==> config.mk <==
export PLATFORM = sky130hd
export DESIGN_NAME = sd_tok_capture
export DESIGN_NICKNAME = d
export VERILOG_FILES = /design/src/rtl/sd_dat_err_pkg.sv /design/src/rtl/sd_tok_capture.sv
export SDC_FILE = /design/constraint.sdc
export NUM_CORES = 1
export LEC_CHECK = 0
export BUFFER_PORTS_ARGS = -buffer_cell sky130_fd_sc_hd__buf_2
export CORE_AREA = 2 2 39 41
export DETAILED_ROUTE_END_ITERATION = 8
export DIE_AREA = 0 0 41 43
export SETUP_SLACK_MARGIN = 0.1
export SLEW_MARGIN = 15
export SYNTH_ARGS = -nofsm -noshare
export SYNTH_HDL_FRONTEND = slang
export SYNTH_SLANG_ARGS = --single-unit
==> constraint.sdc <==
create_clock -name clk -period 3.6 [get_ports clk]
set_clock_uncertainty 0.2 [all_clocks]
set_input_delay 0.54 -clock clk [delete_from_list [all_inputs] [get_ports clk]]
set_output_delay 0.54 -clock clk [all_outputs]
set_load 0.01 [all_outputs]
==> src/rtl/sd_dat_err_pkg.sv <==
package sd_dat_err_pkg;

    localparam int TOK_W = 3;
    localparam logic [TOK_W-1:0] TOK_GOOD = 3'b010;

    typedef enum logic [1:0] {
        MODE_NONE  = 2'b00,
        MODE_READ  = 2'b01,
        MODE_WRITE = 2'b10,
        MODE_BUSY  = 2'b11
    } xfer_mode_e;

    typedef enum logic [2:0] {
        ST_IDLE,
        ST_RD_WAIT,
        ST_RD_DATA,
        ST_WR_WAIT,
        ST_WR_TOK,
        ST_WR_END,
        ST_WR_BUSY,
        ST_BSY_WAIT
    } chk_state_e;

    typedef struct packed {
        logic end_bit;
        logic crc;
        logic tout;
    } err_vec_t;

endpackage

==> src/rtl/sd_tok_capture.sv <==
module sd_tok_capture
    import sd_dat_err_pkg::*;
(
    input  logic             clk,
    input  logic             rst_n,
    input  logic             clr,
    input  logic             shift,
    input  logic             bit_in,
    output logic [TOK_W-1:0] tok,
    output logic             last
);

    localparam int NB_W = $clog2(TOK_W + 1);

    logic [NB_W-1:0] nbits;

    assign last = shift && (nbits == NB_W'(TOK_W - 1));

    always_ff @(posedge clk or negedge rst_n) begin
        if (!rst_n) begin
            tok   <= '0;
            nbits <= '0;
        end else if (clr) begin
            nbits <= '0;
        end else if (shift) begin
            tok   <= {tok[TOK_W-2:0], bit_in};
            nbits <= last ? '0 : nbits + NB_W'(1);
        end
    end

    assert_bit_count_R6: assert property (@(posedge clk) disable iff (!rst_n)
        nbits < NB_W'(TOK_W));

endmodule

==> results.toml <==
[status]
status = "complete, no violations"

[min_path]
hp-class = "flop to flop"

[finish]
most-common-layout-cells = "buf_2, dfrtp_1, nand2b_1, mux2_1, clkbuf_4"
finish.instance_area_um2 = 309
seq_area_um2 = 125
fillers = 152
drive_gt1_share_pct = 37.9
diodes = 0
final_common_cell = "buf_2"
nNetsFinal = 35
multiInputGateArea_um2 = 87.6
syn_to_final_growth_pct = 45.3

[clock_network]
cts_buffer_depth = 2
clk_pin_slew_ns = 0.04
cts_root_buf = "clkbuf_4"
numCtsBuffers = 3
htreeDepth = 1
clock_latency_ns = 0.24
cts_tree = "done"
cts_resized = 0
clkSinkCount = 5

[global_routing]
grt_pass1_wl_um = 531
grtUsageTotal_pct = 5.63
overflow = 0
grt_pass1_vias = 146
antenna_found_initial = 0
grt_max_degree = 7

[timing]
worst-slew-pin-transition_ns = 0.156
rsz0062_at_grt = "no"
period_share_pct = 47.4
setup_viol = 0
clock.fmax_mhz = 586
relSlewSlack_pct = 89.6
hold_viol = 0
finalMaxSlewViolations = 0
period_needed_ns = 1.71
fin_setup_tns_ns = 0

[route]
wl_um = 438
m1WireLength_um = 179
vias = 174
drcViolationCount = 0
met2WireLength_um = 189
dr_wl_met3_um = 69
viasPerCell = 3.87
drtAntennaViolNets = 0
first_pass_iters = 4
wire_per_inst_um = 9.73
dr.first_iter.drc_count = 1
highest_layer = "met3"

[synthesis]
synth_area_leaders = "dfrtp_1, mux2_1, nand2b_1, a21oi_1, and3b_1"
netlist-cell-type-count = 7
synth_warnings = 0
syn_inst = 16
ys_seq_area_share_pct = 58.8
synth-seq-cells = 5
yosys.area.top_type = "dfrtp_1"
syn_area_per_cell_um2 = 13.3
syn_nets = 21
syn-cell-area_um2 = 213
synth_top_area_share_pct = 58.8

[floorplan]
die_area_um2 = 1760
start_util_pct = 15.4
coreArea_um2 = 1380
die_height_um = 43
rows = 14
ioPinCount = 9
die_w_um = 41

[job]
maxCapViolations = 0

[critical_path]
critPathCaptureType = "output port"
cp.arrival_ns = 0.97
crit_required_ns = 2.86
crit_path_start_kind = "input pin"
critical_path_class = "input pin to output port"
crit_fanout = 6

[power_and_ir_drop]
p_per_area_nw_per_um2 = 527
power_leakage_nw = 0.147
vdd_drop_max_uv = 81.7

[placed_design]
portBuffers = 8
place_area_um2 = 273
routabilityCongestion = 0.589
==> per-stage QoR <==
stage	hold WS, ns	setup slack [ns]	cells	utilization [%]	total power [mW]
after floorplan	0.0444	2.13	16	-	0.0853
after global placement	0.158	1.89	40	19.7	0.0987
after detailed placement	0.161	1.89	40	19.7	0.0995
after CTS	0.274	1.89	45	22.3	0.168
after global routing	0.276	1.86	45	22.3	0.177
final	0.279	1.89	45	22.3	0.163
==> report_power, final <==
group	switching, mW	internal [mW]	leakage, nW	total (mW)
Sequential	0.00512	0.0659	0.0622	0.0710
Combinational	0.0130	0.0146	0.0703	0.0276
Clock	0.0222	0.0418	0.0150	0.0641
==> synthesized netlist by cell type (all sizes together) <==
library cell and instances:
dfrtp 5, mux2 3, nand2b 3, a21oi 2, and3b 1, nand3b 1
or3b 1
==> flip-flops by register name (all words and copies together), names as in the netlist <==
register  cells
nbits         2
tok           3
==> worst paths after layout <==
path,depth (start not counted),startpoint,end,slack [ns]
worst max-delay path,3,shift,last,1.89
max in group asynchronous,2,rst_n,tok[0],2.62
worst min register to register,1,tok[2],tok[2],0.28
worst max register to register,2,nbits[0],nbits[0],2.43
worst min-delay path,1,tok[2],tok[2],0.28
min in group asynchronous,2,rst_n,tok[1],0.44
==> layer usage <==
layer | track usage, % | up-vias
met1 | 4.19 | 83
li1 | - | 82
met4 | 8.00 | 0
met2 | 6.56 | 9
met3 | 5.24 | 0
met5 | 0 | -
==> logic make-up after synthesis <==
kind of cell       Yosys count  share of synthesized area (%)
and+or+nand+nor              6                           20.6
DFF                          5                           58.8
muxes                        3                           15.9
AOI/OAI and AO/OA            2                           4.71
==> final cells by class <==
cell class                      count  share of cell area [%]
Multi-Input combinational cell     11                    28.3
Tap cell                           16                    6.48
Timing Repair Buffer                9                    16.2
Sequential cell                     5                    40.5
Clock buffer                        4                    8.50
==> repair_timing <==
| item | CTS | global route |
|---|---|---|
| hold buffers | 1 | 0 |
| endpoints found under the hold margin | 5 | 0 |
| setup buffers | 0 | 0 |
==> worst max-delay path: stages <==
cell and delay, ns:
buf_2 0.13, and3b_1 0.17, buf_2 0.13
(Power assumes the default switching activity.)
